File: config.mk
export PLATFORM = sky130hd
export DESIGN_NAME = dphy_lane_seq
export DESIGN_NICKNAME = d
export VERILOG_FILES = /design/src/rtl/dphy_lane_seq_pkg.sv /design/src/rtl/dls_field_join.sv /design/src/rtl/dls_down_counter.sv /design/src/rtl/dls_line_map.sv /design/src/rtl/dls_phase_ctrl.sv /design/src/rtl/dphy_lane_seq.sv
export SDC_FILE = /design/constraint.sdc
export NUM_CORES = 1
export LEC_CHECK = 0
export ABC_AREA = 0
export CAP_MARGIN = 5
export CORE_MARGIN = 2
export CORE_UTILIZATION = 44
export DETAILED_ROUTE_END_ITERATION = 8
export PLACE_DENSITY = 0.79
export REMOVE_ABC_BUFFERS = 1
export SETUP_SLACK_MARGIN = 0.3
export SYNTH_ARGS = -nofsm -noshare
export SYNTH_HDL_FRONTEND = slang
export SYNTH_SLANG_ARGS = --single-unit
File: constraint.sdc
create_clock -name clk -period 2.1 [get_ports clk]
set_input_delay 0.42 -clock clk [delete_from_list [all_inputs] [get_ports clk]]
set_output_delay 0.42 -clock clk [all_outputs]
set_load 0.02 [all_outputs]
File: src/rtl/dphy_lane_seq_pkg.sv
package dphy_lane_seq_pkg;

  typedef enum logic [3:0] {
    PH_IDLE    = 4'd0,
    PH_LPX     = 4'd1,
    PH_PREP    = 4'd2,
    PH_ZERO    = 4'd3,
    PH_HS      = 4'd4,
    PH_POST    = 4'd5,
    PH_TRAIL   = 4'd6,
    PH_EXIT    = 4'd7,
    PH_TA_GO   = 4'd8,
    PH_TA_SURE = 4'd9,
    PH_TA_WAIT = 4'd10
  } phase_e;

  typedef enum logic [2:0] {
    LN_STOP  = 3'd0,
    LN_LP01  = 3'd1,
    LN_LP00  = 3'd2,
    LN_HS0   = 3'd3,
    LN_HSDAT = 3'd4,
    LN_TRAIL = 3'd5,
    LN_EXIT  = 3'd6,
    LN_TA    = 3'd7
  } line_e;

  function automatic int max2(input int a, input int b);
    return (a > b) ? a : b;
  endfunction

endpackage

File: src/rtl/dls_field_join.sv
module dls_field_join #(
  parameter int HI_W = 1,
  parameter int LO_W = 6,
  localparam int OUT_W = HI_W + LO_W
) (
  input  logic [HI_W-1:0]  hi,
  input  logic [LO_W-1:0]  lo,
  output logic [OUT_W-1:0] joined
);
  assign joined = {hi, lo};
endmodule

File: src/rtl/dls_down_counter.sv
module dls_down_counter #(
  parameter int W = 8
) (
  input  logic         clk,
  input  logic         rst_n,
  input  logic         load,
  input  logic [W-1:0] load_val,
  input  logic         step,
  output logic         at_zero
);
  logic [W-1:0] cnt_q;

  always_ff @(posedge clk or negedge rst_n) begin
    if (!rst_n)      cnt_q <= '0;
    else if (load)   cnt_q <= load_val;
    else if (step)   cnt_q <= cnt_q - W'(1);
  end

  assign at_zero = (cnt_q == '0);

  assert_no_wrap_R4: assert property (@(posedge clk) disable iff (!rst_n)
    (step && !load && at_zero) |=> 1'b0);
endmodule

File: src/rtl/dls_line_map.sv
module dls_line_map
  import dphy_lane_seq_pkg::*;
(
  input  phase_e ph,
  output line_e  line
);
  always_comb begin
    unique case (ph)
      PH_IDLE:                          line = LN_STOP;
      PH_LPX:                           line = LN_LP01;
      PH_PREP:                          line = LN_LP00;
      PH_ZERO:                          line = LN_HS0;
      PH_HS, PH_POST:                   line = LN_HSDAT;
      PH_TRAIL:                         line = LN_TRAIL;
      PH_EXIT:                          line = LN_EXIT;
      PH_TA_GO, PH_TA_SURE, PH_TA_WAIT: line = LN_TA;
      default:                          line = LN_STOP;
    endcase
  end
endmodule

File: src/rtl/dls_phase_ctrl.sv
module dls_phase_ctrl
  import dphy_lane_seq_pkg::*;
#(
  parameter int CNT_W = 8
) (
  input  logic             clk,
  input  logic             rst_n,
  input  logic             esc_en,
  input  logic             lane_is_clk,
  input  logic             hs_request,
  input  logic             ta_request,
  input  logic [CNT_W-1:0] lpx_v,
  input  logic [CNT_W-1:0] prep_v,
  input  logic [CNT_W-1:0] zero_v,
  input  logic [CNT_W-1:0] trail_v,
  input  logic [CNT_W-1:0] exit_v,
  input  logic [CNT_W-1:0] post_v,
  input  logic [CNT_W-1:0] pre_v,
  input  logic [CNT_W-1:0] ta_go_v,
  input  logic [CNT_W-1:0] ta_sure_v,
  input  logic [CNT_W-1:0] ta_wait_v,
  output phase_e           ph,
  output logic             ready
);
  phase_e           ph_q, ph_d;
  logic             ld, step, at_zero;
  logic [CNT_W-1:0] ld_val;

  function automatic logic [CNT_W-1:0] less1(input logic [CNT_W-1:0] v);
    return (v == '0) ? '0 : v - CNT_W'(1);
  endfunction

  dls_down_counter #(.W(CNT_W)) u_cnt (
    .clk      (clk),
    .rst_n    (rst_n),
    .load     (ld),
    .load_val (ld_val),
    .step     (step),
    .at_zero  (at_zero)
  );

  always_comb begin
    ph_d   = ph_q;
    ld     = 1'b0;
    ld_val = '0;
    step   = 1'b0;
    unique case (ph_q)
      PH_IDLE: begin
        if (hs_request) begin
          ph_d = PH_LPX;   ld = 1'b1; ld_val = lpx_v + CNT_W'(1);
        end else if (ta_request) begin
          ph_d = PH_TA_GO; ld = 1'b1; ld_val = less1(ta_go_v);
        end
      end
      PH_LPX: begin
        if (!at_zero) step = 1'b1;
        else begin ph_d = PH_PREP; ld = 1'b1; ld_val = less1(prep_v); end
      end
      PH_PREP: begin
        if (!at_zero) step = 1'b1;
        else begin ph_d = PH_ZERO; ld = 1'b1; ld_val = less1(zero_v); end
      end
      PH_ZERO: begin
        if (!at_zero) step = 1'b1;
        else begin
          ph_d = PH_HS; ld = 1'b1;
          ld_val = lane_is_clk ? less1(pre_v) : '0;
        end
      end
      PH_HS: begin
        if (!at_zero) step = 1'b1;
        else if (!hs_request) begin
          ld = 1'b1;
          if (lane_is_clk) begin ph_d = PH_POST;  ld_val = less1(post_v);  end
          else             begin ph_d = PH_TRAIL; ld_val = less1(trail_v); end
        end
      end
      PH_POST: begin
        if (!at_zero) step = 1'b1;
        else begin ph_d = PH_TRAIL; ld = 1'b1; ld_val = less1(trail_v); end
      end
      PH_TRAIL: begin
        if (!at_zero) step = 1'b1;
        else begin ph_d = PH_EXIT; ld = 1'b1; ld_val = less1(exit_v); end
      end
      PH_EXIT: begin
        if (!at_zero) step = 1'b1;
        else ph_d = PH_IDLE;
      end
      PH_TA_GO: begin
        if (esc_en) begin
          if (!at_zero) step = 1'b1;
          else begin ph_d = PH_TA_SURE; ld = 1'b1; ld_val = less1(ta_sure_v); end
        end
      end
      PH_TA_SURE: begin
        if (esc_en) begin
          if (!at_zero) step = 1'b1;
          else begin ph_d = PH_TA_WAIT; ld = 1'b1; ld_val = less1(ta_wait_v); end
        end
      end
      PH_TA_WAIT: begin
        if (esc_en) begin
          if (!at_zero) step = 1'b1;
          else ph_d = PH_IDLE;
        end
      end
      default: ph_d = PH_IDLE;
    endcase
  end

  always_ff @(posedge clk or negedge rst_n) begin
    if (!rst_n) ph_q <= PH_IDLE;
    else        ph_q <= ph_d;
  end

  assign ph    = ph_q;
  assign ready = (ph_q == PH_HS) && at_zero;

  assert_lpx_min_R3: assert property (@(posedge clk) disable iff (!rst_n)
    $rose(ph_q == PH_LPX) |=> (ph_q == PH_LPX));

  assert_prep_order_R2: assert property (@(posedge clk) disable iff (!rst_n)
    (ph_q == PH_PREP && $past(ph_q) != PH_PREP) |-> ($past(ph_q) == PH_LPX));

  assert_zero_order_R5: assert property (@(posedge clk) disable iff (!rst_n)
    (ph_q == PH_ZERO && $past(ph_q) != PH_ZERO) |-> ($past(ph_q) == PH_PREP));

  assert_hs_hold_R6: assert property (@(posedge clk) disable iff (!rst_n)
    (ph_q == PH_HS && hs_request) |=> (ph_q == PH_HS));

  assert_pre_hold_R7: assert property (@(posedge clk) disable iff (!rst_n)
    (ph_q == PH_HS && !ready) |=> (ph_q == PH_HS));

  assert_post_clk_R8: assert property (@(posedge clk) disable iff (!rst_n)
    (ph_q == PH_POST && $past(ph_q) == PH_HS) |-> $past(lane_is_clk));

  assert_back_idle_R9: assert property (@(posedge clk) disable iff (!rst_n)
    (ph_q == PH_IDLE && $past(ph_q) != PH_IDLE) |->
      ($past(ph_q) == PH_EXIT || $past(ph_q) == PH_TA_WAIT));

  assert_ta_tick_R10: assert property (@(posedge clk) disable iff (!rst_n)
    ((ph_q == PH_TA_GO || ph_q == PH_TA_SURE || ph_q == PH_TA_WAIT) && !esc_en)
      |=> $stable(ph_q));
endmodule

File: src/rtl/dphy_lane_seq.sv
module dphy_lane_seq
  import dphy_lane_seq_pkg::*;
#(
  parameter int LPX_W     = 6,
  parameter int PREP_W    = 7,
  parameter int ZERO_HI_W = 1,
  parameter int ZERO_LO_W = 6,
  parameter int TRAIL_W   = 7,
  parameter int EXIT_HI_W = 1,
  parameter int EXIT_LO_W = 5,
  parameter int POST_HI_W = 2,
  parameter int POST_LO_W = 4,
  parameter int PRE_W     = 4,
  parameter int TA_W      = 6
) (
  input  logic                 clk,
  input  logic                 rst_n,
  input  logic                 esc_en,
  input  logic                 lane_is_clk,
  input  logic                 hs_request,
  input  logic                 ta_request,
  input  logic [LPX_W-1:0]     lpx_cnt,
  input  logic [PREP_W-1:0]    prep_cnt,
  input  logic [ZERO_HI_W-1:0] zero_clk_hi,
  input  logic [ZERO_LO_W-1:0] zero_clk_lo,
  input  logic [ZERO_HI_W-1:0] zero_dat_hi,
  input  logic [ZERO_LO_W-1:0] zero_dat_lo,
  input  logic [TRAIL_W-1:0]   trail_cnt,
  input  logic [EXIT_HI_W-1:0] exit_hi,
  input  logic [EXIT_LO_W-1:0] exit_lo,
  input  logic [POST_HI_W-1:0] post_hi,
  input  logic [POST_LO_W-1:0] post_lo,
  input  logic [PRE_W-1:0]     pre_cnt,
  input  logic [TA_W-1:0]      ta_go_cnt,
  input  logic [TA_W-1:0]      ta_sure_cnt,
  input  logic [TA_W-1:0]      ta_wait_cnt,
  output logic [2:0]           lane_state,
  output logic [3:0]           phase,
  output logic                 hs_ready
);
  localparam int ZERO_W = ZERO_HI_W + ZERO_LO_W;
  localparam int EXIT_W = EXIT_HI_W + EXIT_LO_W;
  localparam int POST_W = POST_HI_W + POST_LO_W;
  localparam int CNT_W  = max2(max2(max2(LPX_W + 1, PREP_W), max2(ZERO_W, TRAIL_W)),
                               max2(max2(EXIT_W, POST_W), max2(PRE_W, TA_W)));

  logic [ZERO_W-1:0] zero_clk, zero_dat, zero_sel;
  logic [EXIT_W-1:0] exit_j;
  logic [POST_W-1:0] post_j;
  phase_e            ph;
  line_e             line;

  dls_field_join #(.HI_W(ZERO_HI_W), .LO_W(ZERO_LO_W)) u_zc (
    .hi(zero_clk_hi), .lo(zero_clk_lo), .joined(zero_clk));
  dls_field_join #(.HI_W(ZERO_HI_W), .LO_W(ZERO_LO_W)) u_zd (
    .hi(zero_dat_hi), .lo(zero_dat_lo), .joined(zero_dat));
  dls_field_join #(.HI_W(EXIT_HI_W), .LO_W(EXIT_LO_W)) u_ex (
    .hi(exit_hi), .lo(exit_lo), .joined(exit_j));
  dls_field_join #(.HI_W(POST_HI_W), .LO_W(POST_LO_W)) u_po (
    .hi(post_hi), .lo(post_lo), .joined(post_j));

  assign zero_sel = lane_is_clk ? zero_clk : zero_dat;

  dls_phase_ctrl #(.CNT_W(CNT_W)) u_ctrl (
    .clk         (clk),
    .rst_n       (rst_n),
    .esc_en      (esc_en),
    .lane_is_clk (lane_is_clk),
    .hs_request  (hs_request),
    .ta_request  (ta_request),
    .lpx_v       (CNT_W'(lpx_cnt)),
    .prep_v      (CNT_W'(prep_cnt)),
    .zero_v      (CNT_W'(zero_sel)),
    .trail_v     (CNT_W'(trail_cnt)),
    .exit_v      (CNT_W'(exit_j)),
    .post_v      (CNT_W'(post_j)),
    .pre_v       (CNT_W'(pre_cnt)),
    .ta_go_v     (CNT_W'(ta_go_cnt)),
    .ta_sure_v   (CNT_W'(ta_sure_cnt)),
    .ta_wait_v   (CNT_W'(ta_wait_cnt)),
    .ph          (ph),
    .ready       (hs_ready)
  );

  dls_line_map u_map (.ph(ph), .line(line));

  assign phase      = ph;
  assign lane_state = line;

  assert_line_ta_R11: assert property (@(posedge clk) disable iff (!rst_n)
    (lane_state == 3'd7) |-> (phase >= 4'd8));
  assert_ready_low_reset_R1: assert property (@(posedge clk) disable iff (!rst_n)
    (phase == 4'd0) |-> !hs_ready);
endmodule

==> impl_metrics.csv, run 1 <==
group,metric,value,unit
clock_network,clock_path_buffers,2,
synthesis,ys_seq_area_share,10.59,%
synthesis,ys_types,66,
synthesis,syn-cell-area,2599,µm²
global_route,grt_usage,65.08,%
die,start_util,46.34,%
placed_design,dp.cells,609,
die,ios,82,
synthesis,yosysWarnings,0,
global_route,grt_overflow,2,
clock_network,cts-root-buf,"clkbuf_8",
clock_network,cts_max_level,1,
global_route,grt_max_degree,12,
run_status,lastStage,"5_1_grt",
synthesis,synth-seq-cells,11,
synthesis,synth.avg_cell_area,7.554,µm²
run_status,status,"stopped before the end",
synthesis,yosysTopAreaCell,"dfrtp_1",
placed_design,io_buffer_count,81,
run_status,error,"[ERROR GRT-0232] Routing congestion too high. Check the congestion heatmap in the GUI.",
synthesis,async_flop_share,100.0,%
placed_design,dpl_cell_area,4339,µm²
die,die_h,80.85,µm
synthesis,synth_edf_count,0,
clock_network,numCtsBuffers,3,
die,fp-row-count,27,
synthesis,syn_inst,344,
timing,worst_endpoint_kind,"register data pin",
synthesis,synth_area_leaders,"dfrtp_1 11%, xnor2_1 9.8%, ha_1 9.1%",
placed_design,gp_congestion,1.054,
timing,worst_endpoint,"u_ctrl.u_cnt.cnt_q[5]$_DFFE_PN0P_/D",
clock_network,cts-hold-fix-buffers,0,
die,die_x,80.85,µm
synthesis,synthFlopType,"dfrtp_1",
clock_network,cts_sinks,11,
synthesis,yosys.area.top_type_share,10.59,%
placed_design,place_hpwl,8477,µm
-- per-layer routing --
| metal | track usage, % | overflow |
|---|---|---|
| met3 | 46.56 | 0 |
| met4 | 67.46 | 1 |
| met2 | 86.69 | 1 |
| met1 | 62.61 | 0 |
| met5 | 5.000 | 0 |
-- cell usage after synthesis (9+ instances only) --
library cell  count
nor3_1           17
xor2_1            9
nand2_1          20
nor3b_1          14
o21ai_0          12
dfrtp_1          11
inv_1            24
o22ai_1          28
nor2_1           20
mux2i_1           9
xnor2_1          29
a21oi_1          13
ha_1             19
-- per-stage QoR --
| step | utilization (%) | hold WS (ns) | setup WS (ns) |
|---|---|---|---|
| after detailed placement | 77.38 | 0.5347 | -0.5878 |
| after CTS | 89.54 | 0.5424 | 0.03323 |
| after floorplan | - | 0.1244 | -0.2703 |
| after global placement | 77.38 | 0.5404 | -0.4821 |
-- repair_timing --
item,CTS
pin swaps,66
gates resized for setup,189
buffers inserted,27
gates cloned,1
setup endpoints to repair,19
-- logic make-up after synthesis --
family	count (synthesis)	synth area share (%)
muxes	10	3.900
adders and majority gates	19	9.148
xor gates and xnor gates	38	12.81
and+or+nand+nor	125	28.07
DFF	11	10.59
AOI/OAI and AO/OA	107	29.08
buffers and inverters	34	6.403
==> run 2: changes to the inputs <==
--- a/config.mk
+++ b/config.mk
@@ -8,11 +8,10 @@
 export ABC_AREA = 0
 export CAP_MARGIN = 5
 export CORE_MARGIN = 2
-export CORE_UTILIZATION = 44
+export CORE_UTILIZATION = 40
 export DETAILED_ROUTE_END_ITERATION = 8
-export PLACE_DENSITY = 0.79
+export PLACE_DENSITY_LB_ADDON = 0.15
 export REMOVE_ABC_BUFFERS = 1
-export SETUP_SLACK_MARGIN = 0.3
 export SYNTH_ARGS = -nofsm -noshare
 export SYNTH_HDL_FRONTEND = slang
 export SYNTH_SLANG_ARGS = --single-unit
==> constraint.sdc (replaced) <==
create_clock -name clk -period 2.7 [get_ports clk]
set_input_delay 0.54 -clock clk [delete_from_list [all_inputs] [get_ports clk]]
set_output_delay 0.54 -clock clk [all_outputs]
set_load 0.02 [all_outputs]
==> impl_metrics.csv, run 2 <==
group,metric,value,unit
die,dieArea,7158,µm²
routing,post_drt_wl_per_cell,15.82,µm
timing,min_period,2.600,ns
final_layout,fillers,586,
final_layout,nets,564,
final_layout,regMostFlops,"u_ctrl.u_cnt.cnt_q",
critical_path,crit_end,"lane_state[1]",
clock_network,numCtsBuffers,3,
clock_network,cts_sinks,11,
timing,timing.final.hold_violations,0,
clock_network,insertion_delay,0.25,ns
final_layout,syn2layout_area_growth,48.53,%
placed_design,gp_congestion,0.9681,
critical_path,reg2reg_from,"u_ctrl.ph[2]$_DFFE_PN0P_",
power_and_ir_drop,power_density,456.2,nW/µm²
routing,drt_iter0_drc,198,
routing,antenna_left,0,
synthesis,synth_area_leaders,"dfrtp_1 11%, xnor2_1 9.8%, ha_1 9.1%",
synthesis,synth-seq-cells,11,
final_layout,register_area,276.5,µm²
final_layout,final_cell_mix,"79 x clkdlybuf4s50_1, 51 x buf_4, 29 x xnor2_1, 28 x o22ai_1, 24 x inv_1",
critical_path,startpoint_type,"register",
synthesis,synth_edf_count,0,
routing,drt_pass1_iterations,5,
routing,vias,3204,
die,core,6314,µm²
synthesis,ys_seq_area_share,10.59,%
synthesis,yosys.area.top_type_share,10.59,%
timing,tightest_slew,0.5173,ns
die,fp-row-count,29,
power_and_ir_drop,p_leak,0.001539,µW
critical_path,worstSetupEndpointType,"output port",
clock_network,cts_max_level,1,
power_and_ir_drop,peakVddDrop,0.5673,mV
placed_design,place_hpwl,7455,µm
critical_path,worst_ep_arrival_time,2.06,ns
clock_network,cts.reportedPaths.clkPinSlew,0.06,ns
die,start_util,41.16,%
placed_design,dpl_cell_area,3812,µm²
routing,vias_per_cell,5.857,
placed_design,io_buffer_count,81,
die,die_h,84.61,µm
routing,drt-total-wl,8655,µm
final_layout,drive_gt1_share,14.68,%
final_layout,final_cell_area,3860,µm²
clock_network,cts-hold-fix-buffers,0,
critical_path,startpoint,"u_ctrl.ph[2]$_DFFE_PN0P_",
synthesis,syn-cell-area,2599,µm²
timing,skew,0.001688,ns
critical_path,r2r-end,"u_ctrl.u_cnt.cnt_q[3]$_DFFE_PN0P_",
critical_path,critPathRequiredTime,2.16,ns
synthesis,yosysWarnings,0,
final_layout,diodes,0,
timing,fmax,384.6,MHz
timing,slew_headroom,65.51,%
critical_path,critPathMaxFanout,18,
final_layout,multi_input_area,2157,µm²
synthesis,yosys.cell_count.top_type,"xnor2_1",
timing,final_max_slew_viol_count,0,
die,ios,82,
clock_network,clock_path_buffers,2,
final_layout,layout.cells.most_common,"clkdlybuf4s50_1",
timing,setup_viol,0,
synthesis,synth_common_cells,"29 x xnor2_1, 28 x o22ai_1, 24 x inv_1",
critical_path,worstSetupPathType,"reg2out",
synthesis,synth.avg_cell_area,7.554,µm²
critical_path,worstRegToRegCells,7,
clock_network,cts_tree,"yes",
global_route,grt_max_degree,19,
synthesis,async_flop_share,100.0,%
global_route,grt_pass1_vias,3141,
critical_path,regToRegSetupSlack,0.30,ns
timing,grt_setup_unrepaired,"false",
clock_network,cts-root-buf,"clkbuf_8",
global_route,antenna_found_initial,0,
run_status,status,"finished clean",
global_route,grt_overflow,0,
synthesis,yosysTopAreaCell,"dfrtp_1",
timing,fin_crit_sh,96.29,%
final_layout,largest_reg_flops,7,
flow_run,drv_cap,0,
synthesis,synthFlopType,"dfrtp_1",
global_route,grt_pass1_wl,14570,µm
routing,drc_errors,0,
die,die_x,84.61,µm
synthesis,ys_types,66,
hold_path,hold_path_class,"reg2reg",
timing,whs,0.5462,ns
synthesis,syn_inst,344,
global_route,grt_usage,24.48,%
run 2: cell counts after synthesis:
Identical to the previous run, type by type.
run 2: metrics by stage:
stage | TNS [ns] | power [µW] | setup WS [ns] | utilization (%) | instances
2_1_floorplan | 0 | 1017 | 0.3297 | - | 334
3_3_place_gp | -0.1804 | 1530 | -0.06706 | 60.38 | 543
3_5_place_dp | -0.4774 | 1554 | -0.1339 | 60.38 | 543
4_1_cts | 0 | 1741 | 0.02151 | 61.08 | 547
5_1_grt | 0 | 1878 | 0.003654 | 61.14 | 547
6_report | 0 | 1761 | 0.1002 | 61.14 | 547
run 2: layout make-up:
cell class                 instances  share of cell area [%]
inverter                          24                   2.334
tap                               77                   2.496
timing repair buffer             132                   30.96
multi-input combinational        299                   55.88
clock buffer                       4                   1.167
sequential                        11                   7.164
run 2: logic make-up after synthesis:
| group | share of synthesized area, % |
|---|---|
| mux | 3.900 |
| buf+inv | 6.403 |
| compound gates | 29.08 |
| xor+xnor | 12.81 |
| fa+ha+maj | 9.148 |
| flops | 10.59 |
| simple gates | 28.07 |
run 2: critical path: stages, from the launching register on:
cell,delay [ns]
dfrtp_1,0.56
nor2b_1,0.26
nand2_1,0.13
a22oi_1,0.21
clkdlybuf4s50_1,0.65
run 2: power by group:
group	switching [µW]	internal (µW)	leakage, µW
Clock	76.8	105	0.0000228
Sequential	96.5	237	0.000130
Combinational	621	625	0.00139
Total	795	966	0.00154
run 2: routing by layer:
layer / vias to the layer above / routed length (µm) / GRT usage (%) / part of all wire [%]
li1: 1571 / - / - / -
met1: 1487 / 3750 / 31.63 / 43
met2: 123 / 4196 / 42.59 / 48
met3: 23 / 474 / 2.458 / 5.5
met4: 0 / 234 / 7.937 / 2.7
met5: - / 0 / 0 / 0
run 2: worst min path at each step:
stage	slack, ns	depth (start not counted)	startpoint	end
finish	0.55	1	u_ctrl.u_cnt.cnt_q[6]$_DFFE_PN0P_	u_ctrl.u_cnt.cnt_q[6]$_DFFE_PN0P_
global route	0.56	1	u_ctrl.u_cnt.cnt_q[6]$_DFFE_PN0P_	u_ctrl.u_cnt.cnt_q[6]$_DFFE_PN0P_
CTS	0.54	1	u_ctrl.u_cnt.cnt_q[1]$_DFFE_PN0P_	u_ctrl.u_cnt.cnt_q[1]$_DFFE_PN0P_
detailed placement	0.52	1	u_ctrl.u_cnt.cnt_q[6]$_DFFE_PN0P_	u_ctrl.u_cnt.cnt_q[6]$_DFFE_PN0P_
global placement	0.51	1	u_ctrl.u_cnt.cnt_q[1]$_DFFE_PN0P_	u_ctrl.u_cnt.cnt_q[1]$_DFFE_PN0P_
floorplan	0.24	0	rst_n	u_ctrl.ph[0]$_DFFE_PN0P_
run 2: what timing repair did:
action / in CTS / in global routing
resized for setup: 1 / 2
endpoints found under the setup margin: 1 / 6
setup buffers: 0 / 0
endpoints found under the hold margin: 0 / 0
No activity file was read; power rests on OpenSTA's default activity.
==> run 3: changes to the inputs <==
--- a/config.mk
+++ b/config.mk
@@ -10,6 +10,8 @@
 export CORE_MARGIN = 2
 export CORE_UTILIZATION = 40
 export DETAILED_ROUTE_END_ITERATION = 8
+export DONT_BUFFER_PORTS = 1
+export HOLD_SLACK_MARGIN = 0.05
 export PLACE_DENSITY_LB_ADDON = 0.15
 export REMOVE_ABC_BUFFERS = 1
 export SYNTH_ARGS = -nofsm -noshare
==> constraint.sdc (replaced) <==
create_clock -name clk -period 2.1 [get_ports clk]
set_input_delay 0.42 -clock clk [delete_from_list [all_inputs] [get_ports clk]]
set_output_delay 0.42 -clock clk [all_outputs]
set_load 0.02 [all_outputs]
==> impl_metrics.csv, run 3 (synthesized netlist as in run 2, its figures left out) <==
group,metric,value,unit
run_status,status,"finished clean",
power_and_ir_drop,power_density,699.7,nW/µm²
final_layout,drive_gt1_share,24.30,%
final_layout,stdcell_count,468,
timing,fmax,490.7,MHz
global_route,antenna_found_initial,0,
timing,timing.final.hold_violations,0,
die,die_h,84.61,µm
timing,tightest_slew,0.5491,ns
critical_path,reg2reg_from,"u_ctrl.u_cnt.cnt_q[0]$_DFFE_PN0P_",
timing,min_period,2.038,ns
timing,final_max_slew_viol_count,0,
routing,drt_iter0_drc,159,
placed_design,post-place-ws,-0.1052,ns
critical_path,critPathRequiredTime,2.23,ns
die,core,6314,µm²
clock_network,cts_max_level,1,
hold_path,hold_path_class,"in2reg",
final_layout,regMostFlops,"u_ctrl.u_cnt.cnt_q",
placed_design,io_buffer_count,0,
critical_path,worstSetupEndpointType,"register",
die,die_x,84.61,µm
final_layout,syn2layout_area_growth,22.44,%
critical_path,r2r-end,"u_ctrl.u_cnt.cnt_q[6]$_DFFE_PN0P_",
clock_network,insertion_delay,0.24,ns
die,fp-row-count,29,
critical_path,worstSetupPathType,"reg2reg",
global_route,grt_usage,23.61,%
routing,post_drt_wl_per_cell,17.70,µm
die,start_util,41.16,%
placed_design,gp_congestion,0.8746,
final_layout,nets,485,
die,dieArea,7158,µm²
routing,vias,2863,
critical_path,critPathMaxFanout,5,
global_route,grt_pass1_vias,2898,
placed_design,dp.cells,461,
final_layout,layout.cells.most_common,"buf_4",
timing,slew_headroom,63.27,%
clock_network,clock_path_buffers,2,
routing,drt-total-wl,8283,µm
final_layout,diodes,0,
power_and_ir_drop,p_leak,0.001244,µW
routing,drc_errors,0,
timing,setup_viol,0,
critical_path,worst_ep_arrival_time,2.17,ns
clock_network,cts_tree,"yes",
flow_run,drv_cap,0,
timing,skew,0.005072,ns
final_layout,largest_reg_flops,7,
critical_path,regToRegSetupSlack,0.06,ns
timing,grt_setup_unrepaired,"true",
final_layout,post-route-util,50.40,%
power_and_ir_drop,peakVddDrop,0.4693,mV
clock_network,cts-root-buf,"clkbuf_8",
global_route,grt_overflow,0,
final_layout,fillers,668,
hold_path,min_from,"esc_en",
timing,worst_slack,0.06216,ns
hold_path,hold_depth,2,
final_layout,final_cell_mix,"49 x buf_4, 29 x xnor2_1, 27 x o22ai_1, 22 x inv_1, 20 x nand2_1",
routing,vias_per_cell,6.118,
power_and_ir_drop,power.total,2226,µW
global_route,grt_max_degree,24,
global_route,grt_pass1_wl,13860,µm
clock_network,cts_sinks,11,
critical_path,worstRegToRegCells,9,
critical_path,startpoint,"u_ctrl.u_cnt.cnt_q[0]$_DFFE_PN0P_",
hold_path,min_to,"u_ctrl.u_cnt.cnt_q[5]$_DFFE_PN0P_",
placed_design,place_hpwl,6967,µm
routing,drt_pass1_iterations,4,
routing,antenna_left,0,
critical_path,startpoint_type,"register",
die,ios,82,
clock_network,cts.reportedPaths.clkPinSlew,0.06,ns
clock_network,numCtsBuffers,3,
timing,fin_crit_sh,97.04,%
## run 3: timing repair
item / CTS / global route
setup buffers: 0 / 1
pin swaps: 1 / 6
endpoints found under the hold margin: 11 / 0
endpoints found under the setup margin: 6 / 10
hold buffers: 1 / 0
gates resized for setup: 15 / 20
cloned: 1 / 0
## run 3: worst max-delay path, stage by stage, from the launching register on
cell	delay [ns]
dfrtp_1	0.36
inv_2	0.05
ha_2	0.17
nor2b_4	0.12
and2_2	0.18
or3_4	0.41
o21ai_4	0.11
buf_6	0.15
o21ai_1	0.06
a221o_1	0.31
## run 3: final cells by class
type                            instances  area [µm²]  share of cell area [%]
Multi-Input combinational cell        299        2260                   71.02
Clock buffer                            4       45.04                   1.416
Tap cell                               77       96.34                   3.028
Sequential cell                        11       279.0                   8.769
Inverter                               24       90.09                   2.831
Timing Repair Buffer                   53       411.6                   12.94
## run 3: worst max-delay path by stage
stage                                        end  slack (ns)
2_1_floorplan  u_ctrl.u_cnt.cnt_q[0]$_DFFE_PN0P_       -0.27
3_3_place_gp   u_ctrl.u_cnt.cnt_q[3]$_DFFE_PN0P_       -0.08
3_5_place_dp   u_ctrl.u_cnt.cnt_q[0]$_DFFE_PN0P_       -0.11
4_1_cts                                 hs_ready       0.006
5_1_grt        u_ctrl.u_cnt.cnt_q[4]$_DFFE_PN0P_       -0.02
6_report       u_ctrl.u_cnt.cnt_q[6]$_DFFE_PN0P_        0.06
## run 3: through the flow
| stage | TNS, ns | hold WS [ns] | cell area, µm² |
|---|---|---|---|
| after global placement | -0.3072 | 0.1247 | 2994 |
| after CTS | 0 | 0.3884 | 3113 |
| after global routing | -0.05620 | 0.3950 | 3182 |
| final | 0 | 0.3954 | 3182 |
| after floorplan | -1.001 | 0.1244 | 2522 |
| after detailed placement | -0.4274 | 0.1247 | 2994 |
## run 3: report_power, final
group	internal (µW)	leakage (µW)	switching, µW
logic	790	0.00109	787
clock network	134	0.0000228	89.2
registers	309	0.000129	117
total	1230	0.00124	993
## run 3: metal layers
metal	track usage (%)	part of all wire, %
met3	4.031	6.3
met1	31.13	43
met4	3.608	1.6
met5	0	0
met2	41.16	49
